<file path="config.mk">
export PLATFORM = sky130hd
export DESIGN_NAME = evt_timer
export DESIGN_NICKNAME = d
export VERILOG_FILES = /design/src/rtl/evt_pkg.sv /design/src/rtl/evt_main_counter.sv /design/src/rtl/evt_channel.sv /design/src/rtl/evt_readback.sv /design/src/rtl/evt_timer.sv
export SDC_FILE = /design/constraint.sdc
export NUM_CORES = 1
export LEC_CHECK = 0
export BUFFER_PORTS_ARGS = -buffer_cell sky130_fd_sc_hd__buf_2
export CAP_MARGIN = 20
export CORE_MARGIN = 8
export CORE_UTILIZATION = 30
export DETAILED_ROUTE_END_ITERATION = 8
export GPL_ROUTABILITY_DRIVEN = 0
export PLACE_DENSITY_LB_ADDON = 0.25
export SYNTH_ARGS = -nofsm -noshare
export SYNTH_HDL_FRONTEND = slang
export SYNTH_SLANG_ARGS = --single-unit
</file>
<file path="constraint.sdc">
create_clock -name clk -period 5.6 [get_ports clk]
set_clock_uncertainty 0.1 [all_clocks]
set_input_delay 1.12 -clock clk [delete_from_list [all_inputs] [get_ports clk]]
set_output_delay 1.12 -clock clk [all_outputs]
set_load 0.01 [all_outputs]
</file>
<file path="src/rtl/evt_pkg.sv">
// Package evt_pkg
// Shared register map, field positions and helpers for the event timer.
// Assumes byte addressing with 32-bit aligned registers.
package evt_pkg;

    localparam int DW      = 32;
    localparam int AW      = 12;
    localparam int MAX_CH  = 8;
    localparam int RT_W    = 5;
    localparam int CH_SH   = 5;

    localparam logic [AW-1:0] A_IDENT  = 12'h000;
    localparam logic [AW-1:0] A_PERIOD = 12'h004;
    localparam logic [AW-1:0] A_CTRL   = 12'h010;
    localparam logic [AW-1:0] A_STAT   = 12'h020;
    localparam logic [AW-1:0] A_COUNT  = 12'h0F0;
    localparam logic [3:0]    A_CH_PAGE = 4'h1;

    localparam logic [CH_SH-1:0] O_CFG    = 5'h00;
    localparam logic [CH_SH-1:0] O_ROUTES = 5'h04;
    localparam logic [CH_SH-1:0] O_CMP    = 5'h08;

    localparam int B_LVL  = 1;
    localparam int B_IEN  = 2;
    localparam int B_PER  = 3;
    localparam int B_PCAP = 4;
    localparam int B_SETV = 6;
    localparam int B_F32  = 8;
    localparam int B_RT   = 9;

    localparam int G_RUN  = 0;
    localparam int G_LEG  = 1;

    localparam logic [RT_W-1:0] LEG_LINE0 = 5'd0;
    localparam logic [RT_W-1:0] LEG_LINE1 = 5'd8;

    localparam int CHI_W = AW - 4 - CH_SH;

    // True when the address falls in the per-channel page
    function automatic logic ch_page(input logic [AW-1:0] a);
        return a[AW-1:AW-4] == A_CH_PAGE;
    endfunction

    // Channel index inside the per-channel page
    function automatic logic [CHI_W-1:0] ch_idx(input logic [AW-1:0] a);
        return a[AW-5:CH_SH];
    endfunction

    // Register offset inside one channel window
    function automatic logic [CH_SH-1:0] ch_off(input logic [AW-1:0] a);
        return a[CH_SH-1:0];
    endfunction

endpackage

</file>
<file path="src/rtl/evt_main_counter.sv">
// Module evt_main_counter
// Free-running tick counter: loads on request, otherwise steps by one while
// run is high. Wraps naturally modulo 2^W. Assumes load wins over stepping.
module evt_main_counter #(
    parameter int W = 32
) (
    input  logic         clk,
    input  logic         rst_n,
    input  logic         run,
    input  logic         ld,
    input  logic [W-1:0] ld_val,
    output logic [W-1:0] cnt
);

    // Counter state: reset, load or step
    always_ff @(posedge clk) begin
        if (!rst_n)
            cnt <= '0;
        else if (ld)
            cnt <= ld_val;
        else if (run)
            cnt <= cnt + W'(1);
    end

endmodule

</file>
<file path="src/rtl/evt_channel.sv">
// Module evt_channel
// One compare channel: config fields, comparator with optional periodic
// increment, two-write set-value sequencing, level status and edge pulse.
// Assumes cfg_we and cmp_we are never high together (distinct addresses).
module evt_channel
    import evt_pkg::*;
#(
    parameter bit PER_OK = 1'b1
) (
    input  logic            clk,
    input  logic            rst_n,
    input  logic [DW-1:0]   cnt,
    input  logic            run,
    input  logic            cfg_we,
    input  logic            cmp_we,
    input  logic [DW-1:0]   wdata,
    input  logic            clr,
    output logic [DW-1:0]   cfg_rd,
    output logic [DW-1:0]   cmp_q,
    output logic            status_q,
    output logic            irq,
    output logic [RT_W-1:0] route_q
);

    logic          lvl_q, ien_q, per_q, setv_q, f32_q, half_q, edge_q;
    logic [DW-1:0] incr_q;
    logic          match;
    logic          second_wr;

    assign match     = run && (cnt == cmp_q);
    assign second_wr = cmp_we && per_q && setv_q && half_q;

    // Config fields; set-value drops after the increment write
    always_ff @(posedge clk) begin
        if (!rst_n) begin
            lvl_q   <= 1'b0;
            ien_q   <= 1'b0;
            per_q   <= 1'b0;
            setv_q  <= 1'b0;
            f32_q   <= 1'b0;
            route_q <= '0;
        end else if (cfg_we) begin
            lvl_q   <= wdata[B_LVL];
            ien_q   <= wdata[B_IEN];
            per_q   <= PER_OK & wdata[B_PER];
            setv_q  <= wdata[B_SETV];
            f32_q   <= wdata[B_F32];
            route_q <= wdata[B_RT +: RT_W];
        end else if (second_wr) begin
            setv_q  <= 1'b0;
        end
    end

    // Comparator, increment and write-phase tracking
    always_ff @(posedge clk) begin
        if (!rst_n) begin
            cmp_q  <= '0;
            incr_q <= '0;
            half_q <= 1'b0;
        end else if (cmp_we) begin
            if (per_q && setv_q) begin
                if (!half_q) begin
                    cmp_q  <= wdata;
                    half_q <= 1'b1;
                end else begin
                    incr_q <= wdata;
                    half_q <= 1'b0;
                end
            end else begin
                cmp_q <= wdata;
            end
        end else begin
            if (match && per_q)
                cmp_q <= cmp_q + incr_q;
            if (cfg_we)
                half_q <= 1'b0;
        end
    end

    // Level status: a match sets it, write-one clears it
    always_ff @(posedge clk) begin
        if (!rst_n)
            status_q <= 1'b0;
        else if (match && lvl_q)
            status_q <= 1'b1;
        else if (clr)
            status_q <= 1'b0;
    end

    // Edge pulse register, one cycle per match
    always_ff @(posedge clk) begin
        if (!rst_n)
            edge_q <= 1'b0;
        else
            edge_q <= match && ien_q && !lvl_q;
    end

    // Request output and config readback
    always_comb begin
        irq                 = edge_q | (status_q & ien_q);
        cfg_rd              = '0;
        cfg_rd[B_LVL]       = lvl_q;
        cfg_rd[B_IEN]       = ien_q;
        cfg_rd[B_PER]       = per_q;
        cfg_rd[B_PCAP]      = PER_OK;
        cfg_rd[B_SETV]      = setv_q;
        cfg_rd[B_F32]       = f32_q;
        cfg_rd[B_RT +: RT_W] = route_q;
    end

endmodule

</file>
<file path="src/rtl/evt_readback.sv">
// Module evt_readback
// Combinational read multiplexer over global and per-channel registers.
// Assumes unmapped addresses read as zero.
module evt_readback
    import evt_pkg::*;
#(
    parameter int NUM_CH = 3
) (
    input  logic [AW-1:0]           addr,
    input  logic [DW-1:0]           ident,
    input  logic [DW-1:0]           period,
    input  logic [DW-1:0]           ctrl,
    input  logic [NUM_CH-1:0]       status,
    input  logic [DW-1:0]           cnt,
    input  logic [DW-1:0]           route_mask,
    input  logic [NUM_CH-1:0][DW-1:0] cfg_rd,
    input  logic [NUM_CH-1:0][DW-1:0] cmp,
    output logic [DW-1:0]           rdata
);

    // Address decode and data selection
    always_comb begin
        rdata = '0;
        if (addr == A_IDENT)
            rdata = ident;
        else if (addr == A_PERIOD)
            rdata = period;
        else if (addr == A_CTRL)
            rdata = ctrl;
        else if (addr == A_STAT)
            rdata = DW'(status);
        else if (addr == A_COUNT)
            rdata = cnt;
        else if (ch_page(addr)) begin
            for (int i = 0; i < NUM_CH; i++) begin
                if (ch_idx(addr) == CHI_W'(i)) begin
                    if (ch_off(addr) == O_CFG)
                        rdata = cfg_rd[i];
                    else if (ch_off(addr) == O_ROUTES)
                        rdata = route_mask;
                    else if (ch_off(addr) == O_CMP)
                        rdata = cmp[i];
                end
            end
        end
    end

endmodule

</file>
<file path="src/rtl/evt_timer.sv">
// Module evt_timer
// Top of the event timer: control register, write decode, main counter,
// a generated bank of compare channels, line routing and readback.
// Assumes 2 <= NUM_CH <= 8 and a single-cycle register write strobe.
module evt_timer
    import evt_pkg::*;
#(
    parameter int          NUM_CH     = 3,
    parameter logic [15:0] VENDOR     = 16'h1A2B,
    parameter logic [7:0]  REV        = 8'h05,
    parameter logic [31:0] PERIOD_FS  = 32'd10_000_000,
    parameter logic [31:0] ROUTE_MASK = 32'h00F00F01,
    parameter logic [MAX_CH-1:0] PER_CAP = 8'h03
) (
    input  logic                   clk,
    input  logic                   rst_n,
    input  logic [AW-1:0]          reg_addr,
    input  logic                   reg_we,
    input  logic [DW-1:0]          reg_wdata,
    output logic [DW-1:0]          reg_rdata,
    output logic [NUM_CH-1:0]      irq_req,
    output logic [NUM_CH*RT_W-1:0] irq_line
);

    localparam logic [DW-1:0] IDENT = {VENDOR, 1'b1, 2'b00, 5'(NUM_CH - 1), REV};

    logic                      gcfg_en, gcfg_leg;
    logic [DW-1:0]             ctrl_word;
    logic [DW-1:0]             cnt;
    logic                      cnt_wr, stat_wr, ctrl_wr;
    logic [NUM_CH-1:0]         cfg_wr, cmp_wr;
    logic [NUM_CH-1:0]         status_vec, lvl_vec, per_vec;
    logic [NUM_CH-1:0][DW-1:0] cfg_vec, cmp_vec;
    logic [NUM_CH-1:0][RT_W-1:0] route_vec;

    // Global write decode
    always_comb begin
        ctrl_wr = reg_we && (reg_addr == A_CTRL);
        stat_wr = reg_we && (reg_addr == A_STAT);
        cnt_wr  = reg_we && (reg_addr == A_COUNT);
    end

    // Control register: run and legacy-route bits
    always_ff @(posedge clk) begin
        if (!rst_n) begin
            gcfg_en  <= 1'b0;
            gcfg_leg <= 1'b0;
        end else if (ctrl_wr) begin
            gcfg_en  <= reg_wdata[G_RUN];
            gcfg_leg <= reg_wdata[G_LEG];
        end
    end

    // Control word readback assembly
    always_comb begin
        ctrl_word        = '0;
        ctrl_word[G_RUN] = gcfg_en;
        ctrl_word[G_LEG] = gcfg_leg;
    end

    evt_main_counter #(.W(DW)) u_cnt (
        .clk    (clk),
        .rst_n  (rst_n),
        .run    (gcfg_en),
        .ld     (cnt_wr),
        .ld_val (reg_wdata),
        .cnt    (cnt)
    );

    for (genvar i = 0; i < NUM_CH; i++) begin : g_ch
        logic sel;

        // Per-channel write decode
        always_comb begin
            sel       = reg_we && ch_page(reg_addr) && (ch_idx(reg_addr) == CHI_W'(i));
            cfg_wr[i] = sel && (ch_off(reg_addr) == O_CFG);
            cmp_wr[i] = sel && (ch_off(reg_addr) == O_CMP);
        end

        evt_channel #(.PER_OK(PER_CAP[i])) u_ch (
            .clk      (clk),
            .rst_n    (rst_n),
            .cnt      (cnt),
            .run      (gcfg_en),
            .cfg_we   (cfg_wr[i]),
            .cmp_we   (cmp_wr[i]),
            .wdata    (reg_wdata),
            .clr      (stat_wr && reg_wdata[i]),
            .cfg_rd   (cfg_vec[i]),
            .cmp_q    (cmp_vec[i]),
            .status_q (status_vec[i]),
            .irq      (irq_req[i]),
            .route_q  (route_vec[i])
        );

        // Mode flags for the checker
        always_comb begin
            lvl_vec[i] = cfg_vec[i][B_LVL];
            per_vec[i] = cfg_vec[i][B_PER];
        end

        // Line routing with the legacy override on the first two channels
        if (i == 0) begin : g_leg0
            assign irq_line[i*RT_W +: RT_W] = gcfg_leg ? LEG_LINE0 : route_vec[i];
        end else if (i == 1) begin : g_leg1
            assign irq_line[i*RT_W +: RT_W] = gcfg_leg ? LEG_LINE1 : route_vec[i];
        end else begin : g_plain
            assign irq_line[i*RT_W +: RT_W] = route_vec[i];
        end
    end

    evt_readback #(.NUM_CH(NUM_CH)) u_rd (
        .addr       (reg_addr),
        .ident      (IDENT),
        .period     (PERIOD_FS),
        .ctrl       (ctrl_word),
        .status     (status_vec),
        .cnt        (cnt),
        .route_mask (ROUTE_MASK),
        .cfg_rd     (cfg_vec),
        .cmp        (cmp_vec),
        .rdata      (reg_rdata)
    );

endmodule

</file>
=== Yosys cells after proc, flatten, opt, wreduce, memory -nomap -nowiden ===
Cells that the tools add are included.

* Flip-flop bits (word level): 231
* Bits in latches: 0
* Memory bits (writable): 0
* ROM bits: 0
* Bits of input ports: 47
* Output and inout port bits: 50
* Logic and storage cells: 168
* Memories kept: 0

* Add/sub/neg operators: 3
* Multiply operators: 0
* Divide/modulo/power cells: 0
* Order comparisons: 0
* Eq/ne operators: 16
* Shift-type cells: 0
* Mux-type cells: 50
* Bitwise gates (word level): 6
* Reductions and logical operators: 60

{| class="wikitable"
|+ Operator list
! cell !! number
|-
| 2-to-1 mux 32 bit || 29
|-
| == test 32 bit || 3
|-
| adder 32 bit || 2
|-
| logical AND 1 bit || 38
|-
| adder 32 x 1 -> 32 bit, second input constant || 1
|-
| nonzero test 2 bit || 10
|-
| 2-to-1 mux 1 bit || 19
|-
| == test 12 x 3 -> 1 bit, second input constant || 1
|-
| == test 12 x 5 -> 1 bit, second input constant || 1
|-
| == test 12 x 6 -> 1 bit, second input constant || 1
|-
| == test 12 x 8 -> 1 bit, second input constant || 1
|-
| logical NOT 12 bit || 1
|-
| 2-to-1 mux 5 bit || 2
|-
| AND reduction 2 bit || 4
|-
| != test 3 bit, second input constant || 2
|-
| AND reduction 3 bit || 2
|-
| == test 5 x 3 -> 1 bit, second input constant || 1
|-
| == test 5 x 4 -> 1 bit, second input constant || 1
|-
| logical NOT 5 bit || 1
|-
| == test 4 x 1 -> 1 bit, second input constant || 1
|-
| != test 2 bit, second input constant || 2
|-
| bitwise AND 1 bit || 3
|-
| == test 3 x 1 -> 1 bit, second input constant || 1
|-
| == test 3 x 2 -> 1 bit, second input constant || 1
|-
| other kinds (3) || 7
|}

=== Depth between registers and ports, before layout ===
Gate-level depths: netlist (run 1).

* Depth in word-level cells: 19
* Gate-level depth with buffers: 13
* Depth with buffers taken out: 13

=== By module ===
Synthesis (run 1) repeated with hierarchy kept, for this count alone.

* Cell total of the unflattened synthesis: 2564
* Area total of the unflattened synthesis: 19337.3 um^2

{| class="wikitable"
|+ By module, submodules not included
! module !! instances !! cells an instance !! area each (um^2)
|-
| evt_channel (g_ch[1].u_ch) || 1 || 742 || 5746.8
|-
| evt_channel (g_ch[0].u_ch) || 1 || 688 || 5325.1
|-
| evt_readback || 1 || 621 || 3736.1
|-
| evt_channel (g_ch[2].u_ch) || 1 || 220 || 2219.6
|-
| evt_main_counter || 1 || 240 || 1955.6
|-
| evt_timer || 1 || 53 || 354.1
|}

=== Least setup slack after synthesis (run 1) ===
OpenSTA, ideal clock, no wires.

* Path kind: input to output
* Start: input reg_addr[3]
* End: output reg_rdata[9]
* Data arrival time: 3.009 ns
* Slack: 1.371 ns
* Stages: 9
* Buffers on the path: 2
* Cells stage by stage: clkbuf_1 nor4_1 and2_1 clkbuf_1 o21ai_0 o21ai_0 o21ai_1 a221o_1 nand3_1

* Longest elaborated chain between the ends: 19
* Elaborated cells between the ends (all ways): 26
* Classes of those cells: 6 x eq/ne; 18 x mux; 2 x reduce/logical

{| class="wikitable"
|+ RTL lines
! what !! RTL line !! source
|-
| from (decl) || evt_timer.sv:17 || <nowiki>input logic [AW-1:0] reg_addr,</nowiki>
|-
| == test 5 x 4 -> 1 bit || evt_readback.sv:41 || <nowiki>else if (ch_off(addr) == O_CMP)</nowiki>
|-
| 2-to-1 mux 32 bit || evt_readback.sv:41 ||
|-
| 2-to-1 mux 32 bit || evt_readback.sv:39 || <nowiki>else if (ch_off(addr) == O_ROUTES)</nowiki>
|-
| 2-to-1 mux 32 bit || evt_readback.sv:37 || <nowiki>if (ch_off(addr) == O_CFG)</nowiki>
|-
| 2-to-1 mux 32 bit || evt_readback.sv:36 || <nowiki>if (ch_idx(addr) == CHI_W'(i)) begin</nowiki>
|-
| 2-to-1 mux 32 bit || evt_readback.sv:41 ||
|-
| 2-to-1 mux 32 bit || evt_readback.sv:39 ||
|-
| 2-to-1 mux 32 bit || evt_readback.sv:37 ||
|-
| [... 3 more ...] || n/a ||
|-
| 2-to-1 mux 32 bit || evt_readback.sv:37 ||
|-
| 2-to-1 mux 32 bit || evt_readback.sv:36 ||
|-
| 2-to-1 mux 32 bit || evt_readback.sv:34 || <nowiki>else if (ch_page(addr)) begin</nowiki>
|-
| 2-to-1 mux 32 bit || evt_readback.sv:32 || <nowiki>else if (addr == A_COUNT)</nowiki>
|-
| 2-to-1 mux 32 bit || evt_readback.sv:30 || <nowiki>else if (addr == A_STAT)</nowiki>
|-
| 2-to-1 mux 32 bit || evt_readback.sv:28 || <nowiki>else if (addr == A_CTRL)</nowiki>
|-
| 2-to-1 mux 32 bit || evt_readback.sv:26 || <nowiki>else if (addr == A_PERIOD)</nowiki>
|-
| 2-to-1 mux 32 bit (*) || evt_readback.sv:24 || <nowiki>if (addr == A_IDENT)</nowiki>
|-
| to (decl) || evt_timer.sv:20 || <nowiki>output logic [DW-1:0] reg_rdata,</nowiki>
|}

Every way passes the cells marked *; elsewhere a longest branch is shown, timed or not.

=== Worst setup path after layout (run 1) ===
* Start: input reg_addr[4]
* End: output reg_rdata[19]

The elaborated chain is that of the path after synthesis.

==> impl_metrics.py, run 1 <==
metrics = {
    "yosys": {
        "yosysWarnings": 0,
        "synthAdderAreaFrac": 0.05361,
        "synth_edf_count": 0,
        "synthTopCellsByArea": "dfxtp_1 30%, nand2_1 10%, a21oi_1 6.7%",
        "synth-xor-area-share": 0.09410,
        "synth_top_area_cell": "dfxtp_1",
        "synth_top_cell_area_share": 0.2993,
        "synthDistinctLibCells": 85,
        "synth_seq_cells": 231,
        "synth_top_flop_cell": "dfxtp_1",
        "synth_top_family_by_area": "simple AND/OR/NAND/NOR gates",
        "postSynthNetCount": 2188,
        "yosys.area_share.simple": 0.2363,
        "synth.most_common_cell": "nand2_1",
        "ys_seq_area_frac": 0.2993,
        "synth_area_um2": 15450,
        "syn_avg_cell_area_um2": 7.443,
        "synth_common_cells": "411 x nand2_1, 231 x dfxtp_1, 207 x a21oi_1, 149 x nor2_1, 121 x clkbuf_1",
        "synth_compound_area_frac": 0.2258,
        "postSynth.asyncResetShare": 0,
        "muxShareOfSynthArea": 0.03919,
        "synth_cells": 2076,
    },
    "clock_network": {
        "cts_made_buffers": 29,
        "insertion_delay_ns": 0.56,
        "htreeDepth": 1,
        "tritoncts": "done",
        "clock_sinks": 231,
        "postCtsHoldBufs": 0,
        "cts_resized": 0,
        "clk_pin_slew_ns": 0.06,
        "clockBufferDepth": 3,
        "post-cts-setup-buffers": 0,
        "cts-root-buf": "clkbuf_16",
    },
    "global_routing": {
        "grt_pass1_wl_um": 88850,
        "groute.usage.overall": 0.1896,
        "grt_overflow": 0,
        "grt_pass1_vias": 14196,
        "antenna_found_initial": 2,
        "grt_start_max_net_pins": 111,
    },
    "layout": {
        "layout.nets": 2182,
        "drive_above_1_share": 0.09904,
        "area_growth_pct": 12.18,
        "filler_cell_count": 5404,
    },
    "routing": {
        "via_count": 15151,
        "drc": 0,
        "dr.pass1.iters": 7,
        "drt_iter0_drc": 1589,
        "ant_nets": 0,
        "drt-wirelength-per-cell_um": 21.16,
        "vias_per_cell": 5.466,
        "totalWireLength_um": 58640,
    },
    "power_and_ir_drop": {
        "p_int_mw": 2.798,
        "power.density_nw_per_um2": 212.8,
        "pwr-share-comb": 0.042,
        "clkPwrFrac": 0.513,
        "p_leak_nw": 7.211,
        "peakVddDrop_mv": 0.2041,
        "p_sw_uw": 891.3,
        "switching_share": 0.2416,
        "share_seq_of_total_power": 0.446,
    },
    "die": {
        "die_y_um": 242.9,
        "rows": 83,
        "start_util": 0.3024,
        "ios": 97,
        "dieArea_um2": 59020,
        "die_w_um": 242.9,
        "core_um2": 51090,
    },
    "timing": {
        "setup_tns_ns": 0,
        "hold_ws_ns": 0.3590,
        "rsz0062_at_grt": "false",
        "fmax_mhz": 202.0,
        "worst_pin_slew_ns": 1.062,
        "setup_viol": 0,
        "drv_slew": 0,
        "final_hold_viol_count": 0,
        "finalCriticalPeriod_ns": 4.951,
        "setup_slack_ns": 0.6487,
        "period_share": 0.8842,
        "slew_headroom": 0.2903,
    },
    "placed_design": {
        "port_buffers": 96,
        "place_ws_ns": 0.4420,
        "dp_hpwl_um": 43240,
    },
    "setup_path": {
        "crit_required_ns": 4.38,
        "crit_buf_inv": 3,
        "criticalPathCategory": "primary input to output port",
        "arrival_ns": 3.73,
        "cpLargestDelayFamily": "simple AND/OR/NAND/NOR gates",
        "max_stage_delay_ns": 0.61,
        "crit_path_top_delay_cell": "nor4_4",
        "end_kind": "output port",
        "crit_path_cell_trace": "buf_2 > nor4_4 > nand2_1 > nor3_2 > buf_4 > a22oi_1 > nand2_1 > buf_2",
        "critPathLaunchType": "primary input",
        "cp_max_fo": 13,
    },
    "job": {
        "drv_cap": 0,
    },
    "hold_path": {
        "hold_path_class": "flip-flop to flip-flop",
    },
    "outcome": {
        "outcome": "complete, no violations",
    },
}
-- flip-flops by register name (all words and copies together), names as in the netlist --
signal              count
gcfg_leg                1
g_ch.u_ch.ien_q         3
g_ch.u_ch.incr_q       64
u_cnt.cnt              32
g_ch.u_ch.half_q        2
g_ch.u_ch.status_q      3
g_ch.u_ch.route_q      15
g_ch.u_ch.cmp_q        96
g_ch.u_ch.per_q         2
g_ch.u_ch.edge_q        3
g_ch.u_ch.setv_q        3
gcfg_en                 1
g_ch.u_ch.f32_q         3
g_ch.u_ch.lvl_q         3
-- power groups by stage --
stage	clock, mW	combinational [mW]	sequential, mW
CTS	1.93	0.153	1.64
global placement	0	0.152	1.68
floorplan	0	0.0687	1.68
global route	1.99	0.161	1.64
detailed placement	0	0.152	1.68
finish	1.89	0.154	1.64
-- kinds of logic after synthesis --
| logic type | Yosys count |
|---|---|
| xor+xnor | 166 |
| flops | 231 |
| compound gates | 558 |
| mux | 60 |
| buf+inv | 193 |
| fa+ha+maj | 65 |
| simple gates | 803 |
-- through the flow --
step / util / power, mW / cells / instance area (µm²)
final: 0.3392 / 3.689 / 2772 / 17330
after global placement: 0.3195 / 1.832 / 2716 / 16330
after CTS: 0.3386 / 3.723 / 2768 / 17300
after floorplan: - / 1.748 / 2076 / 15450
after global routing: 0.3391 / 3.795 / 2770 / 17330
after detailed placement: 0.3201 / 1.833 / 2717 / 16350
-- layer usage --
metal	global-route usage	up-vias	routed length, µm
met1	0.2607	7068	26420
met5	0	-	0
met3	0.04799	109	5594
met2	0.2854	680	24510
met4	0.06347	0	2121
li1	-	7294	-
-- path summary, 6_finish.rpt --
| kind | startpoint | to | slack (ns) | cells past startpoint |
|---|---|---|---|---|
| hold / removal | g_ch[1].u_ch.incr_q[2]$_SDFFE_PN0P_ | g_ch[1].u_ch.incr_q[2]$_SDFFE_PN0P_ | 0.36 | 2 |
| hold reg to reg | g_ch[1].u_ch.incr_q[2]$_SDFFE_PN0P_ | g_ch[1].u_ch.incr_q[2]$_SDFFE_PN0P_ | 0.36 | 2 |
| setup reg to reg | g_ch[1].u_ch.cmp_q[0]$_SDFFE_PN0P_ | g_ch[1].u_ch.cmp_q[28]$_SDFFE_PN0P_ | 2.04 | 13 |
| setup / recovery | reg_addr[4] | reg_rdata[19] | 0.65 | 8 |
-- final cells by class --
type | count | area [µm²] | share of cell area
clock buffer | 37 | 785.8 | 0.04533
antenna | 2 | 5.005 | 0.0002887
clock inverter | 14 | 160.2 | 0.009240
sequential | 231 | 4624 | 0.2668
tap | 680 | 850.8 | 0.04909
multi-input combinational | 1652 | 10060 | 0.5803
timing repair buffer | 124 | 723.2 | 0.04172
inverter | 32 | 125.1 | 0.007219
-- worst reg2reg max path: cells and delay by family (launching register included) --
kind            cells  cell delay (ns)
simple gates        2             0.25
buf+inv             1             0.06
fa+ha+maj           2             0.58
compound gates      8             2.04
flops               1             0.43
-- layout by cell type (no fill, tap or decap), types with 8 or more instances in the layout --
master       n
a21oi_1    207
nand2_1    410
and3_1      13
xor2_1     102
nor2b_1     23
dfxtp_1    231
nor2_1     147
xnor2_1     64
inv_1       29
nor4_1      33
nor3_1      29
buf_4       26
o21a_1      10
or3_1        8
o211ai_1    14
nand4_1     26
o21ai_0     59
a21o_1      41
nand2b_1    15
o22ai_1     12
buf_2       96
nand3_1     43
o21ai_1     45
a31oi_1     28
clkbuf_16   29
ha_1        63
a22o_1      17
a211oi_1    61
mux2i_1     56
No activity file was read; power rests on OpenSTA's default activity.
==> inputs of run 2 (changes only) <==
--- a/config.mk
+++ b/config.mk
@@ -7,6 +7,8 @@
 export LEC_CHECK = 0
 export BUFFER_PORTS_ARGS = -buffer_cell sky130_fd_sc_hd__buf_2
 export CAP_MARGIN = 20
+export CELL_PAD_IN_SITES_DETAIL_PLACEMENT = 2
+export CELL_PAD_IN_SITES_GLOBAL_PLACEMENT = 2
 export CORE_MARGIN = 8
 export CORE_UTILIZATION = 30
 export DETAILED_ROUTE_END_ITERATION = 8
==> run 2 against run 1 <==
Compared with the run above: maximum frequency grew 5.8%; hold slack improved by 0.00067 ns; via count is 4.3% higher; flip-flop and latch count unchanged; non-clock buffer count grew 1; combinational power rose by 6%; worst setup slack improved by 0.27 ns; routed wire length up 21%; total power grew 10%.
==> impl_metrics.py, run 2 (same netlist as run 1, synthesis figures left out) <==
metrics = {
    "hold_path": {
        "hold_path_class": "flip-flop to flip-flop",
    },
    "routing": {
        "vias_per_cell": 5.687,
        "dr.pass1.iters": 7,
        "drt-wirelength-per-cell_um": 25.47,
        "drc": 0,
        "ant_nets": 0,
        "totalWireLength_um": 70770,
        "via_count": 15803,
        "drt_iter0_drc": 970,
    },
    "die": {
        "die_w_um": 242.9,
        "die_y_um": 242.9,
        "rows": 83,
        "core_um2": 51090,
        "start_util": 0.3024,
        "dieArea_um2": 59020,
        "ios": 97,
    },
    "timing": {
        "rsz0062_at_grt": "false",
        "setup_tns_ns": 0,
        "worst_pin_slew_ns": 1.029,
        "final_hold_viol_count": 0,
        "setup_viol": 0,
        "slew_headroom": 0.3143,
        "finalCriticalPeriod_ns": 4.678,
        "period_share": 0.8353,
        "drv_slew": 0,
        "fmax_mhz": 213.8,
    },
    "setup_path": {
        "crit_required_ns": 4.38,
        "critPathLaunchType": "primary input",
        "criticalPathCategory": "primary input to output port",
        "end_kind": "output port",
        "cp_max_fo": 23,
        "arrival_ns": 3.46,
    },
    "layout": {
        "final_cell_mix": "410 x nand2_1, 231 x dfxtp_1, 207 x a21oi_1",
        "layout.nets": 2188,
        "final_common_cell": "nand2_1",
        "drive_above_1_share": 0.1024,
        "area_growth_pct": 13.58,
        "largest_register_ffs": 96,
        "antenna_cells": 0,
        "top_register": "g_ch.u_ch.cmp_q",
        "filler_cell_count": 5961,
        "stdcell_count": 2779,
        "largestRegisters": "g_ch.u_ch.cmp_q x96, g_ch.u_ch.incr_q x64, u_cnt.cnt x32",
    },
    "clock_network": {
        "htreeDepth": 2,
        "clk_pin_slew_ns": 0.05,
        "postCtsHoldBufs": 0,
        "cts-root-buf": "clkbuf_16",
        "cts_resized": 0,
        "insertion_delay_ns": 0.54,
        "tritoncts": "done",
        "clockBufferDepth": 3,
        "cts_made_buffers": 34,
        "clock_sinks": 231,
        "post-cts-setup-buffers": 0,
    },
    "power_and_ir_drop": {
        "peakVddDrop_mv": 0.1562,
        "p_leak_nw": 7.340,
        "power.density_nw_per_um2": 231.6,
        "total_power_mw": 4.065,
    },
    "placed_design": {
        "dp_hpwl_um": 52050,
        "place_inst": 2718,
        "port_buffers": 96,
    },
    "global_routing": {
        "grt_pass1_wl_um": 107300,
        "grt_overflow": 0,
        "grt_start_max_net_pins": 121,
        "groute.usage.overall": 0.2333,
        "grt_pass1_vias": 16787,
        "antenna_found_initial": 1,
    },
    "outcome": {
        "outcome": "complete, no violations",
    },
    "job": {
        "drv_cap": 0,
    },
}
[run 2: area by class of cell]
cell class / count / area, µm² / share of cell area
Inverter: 32 / 125.1 / 0.007130
Tap cell: 680 / 850.8 / 0.04848
Clock buffer: 48 / 1017 / 0.05796
Multi-Input combinational cell: 1652 / 10060 / 0.5732
Sequential cell: 231 / 4624 / 0.2635
Clock inverter: 11 / 137.6 / 0.007843
Timing Repair Buffer: 125 / 735.7 / 0.04192
[run 2: power by group]
group	switching, mW	total [mW]	leakage, nW	internal, mW
clock	0.854	2.26	0.573	1.40
sequential	0.000388	1.64	1.86	1.64
combinational	0.133	0.164	4.91	0.0313
total	0.987	4.06	7.34	3.08
[run 2: per-layer routing]
layer	up-vias	global-route usage	share of wire	wire (µm)
li1	7287	-	-	-
met1	7980	0.3094	0.46	32550
met2	406	0.3866	0.46	32700
met3	128	0.03262	0.045	3181
met4	2	0.07528	0.033	2326
met5	-	0	0.00016	11
[run 2: path summary, 6_finish.rpt]
| check | start | endpoint | slack [ns] | depth (start not counted) |
|---|---|---|---|---|
| max | reg_addr[3] | reg_rdata[0] | 0.92 | 8 |
| min | g_ch[1].u_ch.incr_q[28]$_SDFFE_PN0P_ | g_ch[1].u_ch.incr_q[28]$_SDFFE_PN0P_ | 0.36 | 2 |
| max reg2reg | g_ch[1].u_ch.cmp_q[0]$_SDFFE_PN0P_ | g_ch[1].u_ch.cmp_q[28]$_SDFFE_PN0P_ | 1.79 | 13 |
| min reg2reg | g_ch[1].u_ch.incr_q[28]$_SDFFE_PN0P_ | g_ch[1].u_ch.incr_q[28]$_SDFFE_PN0P_ | 0.36 | 2 |
[run 2: critical path: stages]
cell     delay [ns]
buf_2          0.30
buf_4          0.38
nor2_1         0.16
nor3b_1        0.73
o21ai_0        0.23
a211o_1        0.31
nand2_1        0.08
buf_2          0.14
[run 2: through the flow]
step / instance area [µm²] / hold WS [ns] / worst slack [ns] / util
after floorplan: 15450 / 0.3191 / 1.371 / -
after global placement: 16350 / 0.3472 / 1.095 / 0.3201
after detailed placement: 16350 / 0.3548 / 1.023 / 0.3201
after CTS: 17510 / 0.3627 / 1.007 / 0.3427
after global routing: 17550 / 0.3819 / 0.8456 / 0.3435
final: 17550 / 0.3596 / 0.9221 / 0.3435
==> inputs of run 3 (changes only) <==
==> constraint.sdc (replaced) <==
create_clock -name clk -period 3.9 [get_ports clk]
set_clock_uncertainty 0.1 [all_clocks]
set_input_delay 0.78 -clock clk [delete_from_list [all_inputs] [get_ports clk]]
set_output_delay 0.78 -clock clk [all_outputs]
set_load 0.01 [all_outputs]
==> run 3 against run 2 <==
Compared with the run above: sequential share of layout area shrank 0.54 points; sequential power is 44% higher; die area unchanged; cell count grew 2.2%; flip-flop and latch count did not move; via count increased by 1.7%; total power up 38%; core utilization grew 0.72 points; routed wire length rose by 3.6%; clock power is 32% higher; register-to-register slack worse by 1.6 ns; critical path depth grew 5; largest cell class unchanged; largest power group unchanged; highest routed layer unchanged.
==> impl_metrics.py, run 3 (same netlist as run 1, synthesis figures left out) <==
metrics = {
    "hold_path": {
        "hold_path_class": "flip-flop to flip-flop",
    },
    "placed_design": {
        "place_ws_ns": 0.2284,
        "dp_hpwl_um": 55420,
        "port_buffers": 96,
    },
    "timing": {
        "hold_ws_ns": 0.3602,
        "drv_slew": 0,
        "setup_viol": 0,
        "final_hold_viol_count": 0,
        "worst_pin_slew_ns": 0.9518,
        "finalCriticalPeriod_ns": 3.750,
        "setup_tns_ns": 0,
        "fmax_mhz": 266.7,
        "setup_slack_ns": 0.1500,
        "period_share": 0.9615,
        "slew_headroom": 0.3641,
        "rsz0062_at_grt": "false",
    },
    "clock_network": {
        "postCtsHoldBufs": 0,
        "cts-root-buf": "clkbuf_16",
        "htreeDepth": 1,
        "insertion_delay_ns": 0.59,
        "clockBufferDepth": 3,
        "post-cts-setup-buffers": 0,
        "tritoncts": "done",
        "clk_pin_slew_ns": 0.06,
        "cts_made_buffers": 31,
        "clock_sinks": 231,
        "cts_resized": 0,
    },
    "power_and_ir_drop": {
        "power.density_nw_per_um2": 312.0,
        "p_leak_nw": 7.621,
        "peakVddDrop_mv": 0.3169,
    },
    "layout": {
        "final_cell_mix": "410 x nand2_1, 231 x dfxtp_1, 207 x a21oi_1",
        "layout.nets": 2248,
        "final_common_cell": "nand2_1",
        "top_register": "g_ch.u_ch.cmp_q",
        "largestRegisters": "g_ch.u_ch.cmp_q x96, g_ch.u_ch.incr_q x64, u_cnt.cnt x32",
        "area_growth_pct": 15.95,
        "antenna_cells": 0,
        "drive_above_1_share": 0.1283,
        "filler_cell_count": 6000,
        "largest_register_ffs": 96,
    },
    "routing": {
        "ant_nets": 0,
        "vias_per_cell": 5.661,
        "totalWireLength_um": 73310,
        "via_count": 16072,
        "drt-wirelength-per-cell_um": 25.82,
        "drc": 0,
        "dr.pass1.iters": 6,
        "drt_iter0_drc": 984,
    },
    "setup_path": {
        "crit_top_cell": "a211oi_1",
        "criticalPathCategory": "flip-flop to flip-flop",
        "crit_required_ns": 4.28,
        "critPathLaunchType": "flip-flop",
        "arrival_ns": 4.13,
        "crit_path_top_delay_cell": "a211oi_1",
        "cp_max_fo": 4,
        "end_kind": "flip-flop",
        "crit_buf_inv": 1,
        "max_stage_delay_ns": 0.52,
        "crit_path_cell_trace": "ha_1 > inv_1 > fa_1 > nor2b_1 > o21ai_1 > a21boi_1 > a211oi_1 > a211oi_1 > o21bai_1 > a21oi_1 > nor4_1 > a311o_1 > a41o_1",
        "cpLargestDelayFamily": "compound AO/OA/AOI/OAI gates",
    },
    "die": {
        "ios": 97,
        "rows": 83,
        "dieArea_um2": 59020,
        "core_um2": 51090,
        "die_y_um": 242.9,
        "die_w_um": 242.9,
        "start_util": 0.3024,
    },
    "global_routing": {
        "grt_overflow": 0,
        "grt_pass1_vias": 17446,
        "grt_pass1_wl_um": 110600,
        "grt_start_max_net_pins": 83,
        "groute.usage.overall": 0.2403,
        "antenna_found_initial": 3,
    },
    "outcome": {
        "outcome": "complete, no violations",
    },
    "job": {
        "drv_cap": 0,
    },
}
## run 3: changes by cell type in the layout (fill, tap and decap cells not counted), sizes merged
cell / delta
buf: +63
clkinv: -1
clkinvlp: +1
clkbuf: -2
bufinv: -1
## run 3: layout make-up
type,count,area (µm²),area share
multi-input combinational,1652,10060,0.5614
sequential,231,4624,0.2581
timing repair buffer,188,1209,0.06746
clock buffer,46,942.2,0.05259
tap,680,850.8,0.04749
inverter,32,125.1,0.006984
clock inverter,10,106.4,0.005936
## run 3: final timing paths
path | endpoint | cells after the start | start | slack (ns)
max | g_ch[1].u_ch.cmp_q[28]$_SDFFE_PN0P_ | 13 | g_ch[1].u_ch.cmp_q[0]$_SDFFE_PN0P_ | 0.15
min | g_ch[1].u_ch.incr_q[27]$_SDFFE_PN0P_ | 2 | g_ch[1].u_ch.incr_q[27]$_SDFFE_PN0P_ | 0.36
max reg2reg | g_ch[1].u_ch.cmp_q[28]$_SDFFE_PN0P_ | 13 | g_ch[1].u_ch.cmp_q[0]$_SDFFE_PN0P_ | 0.15
min reg2reg | g_ch[1].u_ch.incr_q[27]$_SDFFE_PN0P_ | 2 | g_ch[1].u_ch.incr_q[27]$_SDFFE_PN0P_ | 0.36
## run 3: metrics by stage
stage                     power, mW  cell area, µm²  instances    util
after detailed placement      2.657           16870       2783  0.3301
final                         5.590           17920       2839  0.3506
after global routing          5.751           17920       2839  0.3506
after global placement        2.655           16870       2783  0.3301
after CTS                     5.655           17920       2839  0.3506
after floorplan               2.511           15450       2076       -
## run 3: worst reg2reg max path, cell delays in order (launching register included)
cell and delay (ns):
dfxtp_1 0.43, ha_1 0.22, inv_1 0.06, fa_1 0.39, nor2b_1 0.20, o21ai_1 0.11, a21boi_1 0.29, a211oi_1 0.23
a211oi_1 0.52, o21bai_1 0.20, a21oi_1 0.26, nor4_1 0.08, a311o_1 0.33, a41o_1 0.24
## run 3: power breakdown
| part | internal (mW) | total (mW) | switching [mW] | leakage, nW |
|---|---|---|---|---|
| sequential | 2.36 | 2.36 | 0.000420 | 1.86 |
| clock | 1.79 | 2.98 | 1.20 | 0.522 |
| combinational | 0.0509 | 0.245 | 0.194 | 5.24 |
| total | 4.20 | 5.59 | 1.39 | 7.62 |
## run 3: routing by layer
layer  up-vias  GRT usage  share of wire
li1       7385          -              -
met1      8077     0.3123           0.45
met2       445     0.3966           0.46
met3       159    0.03910          0.051
met4         6    0.08903          0.042
met5         -          0        0.00056
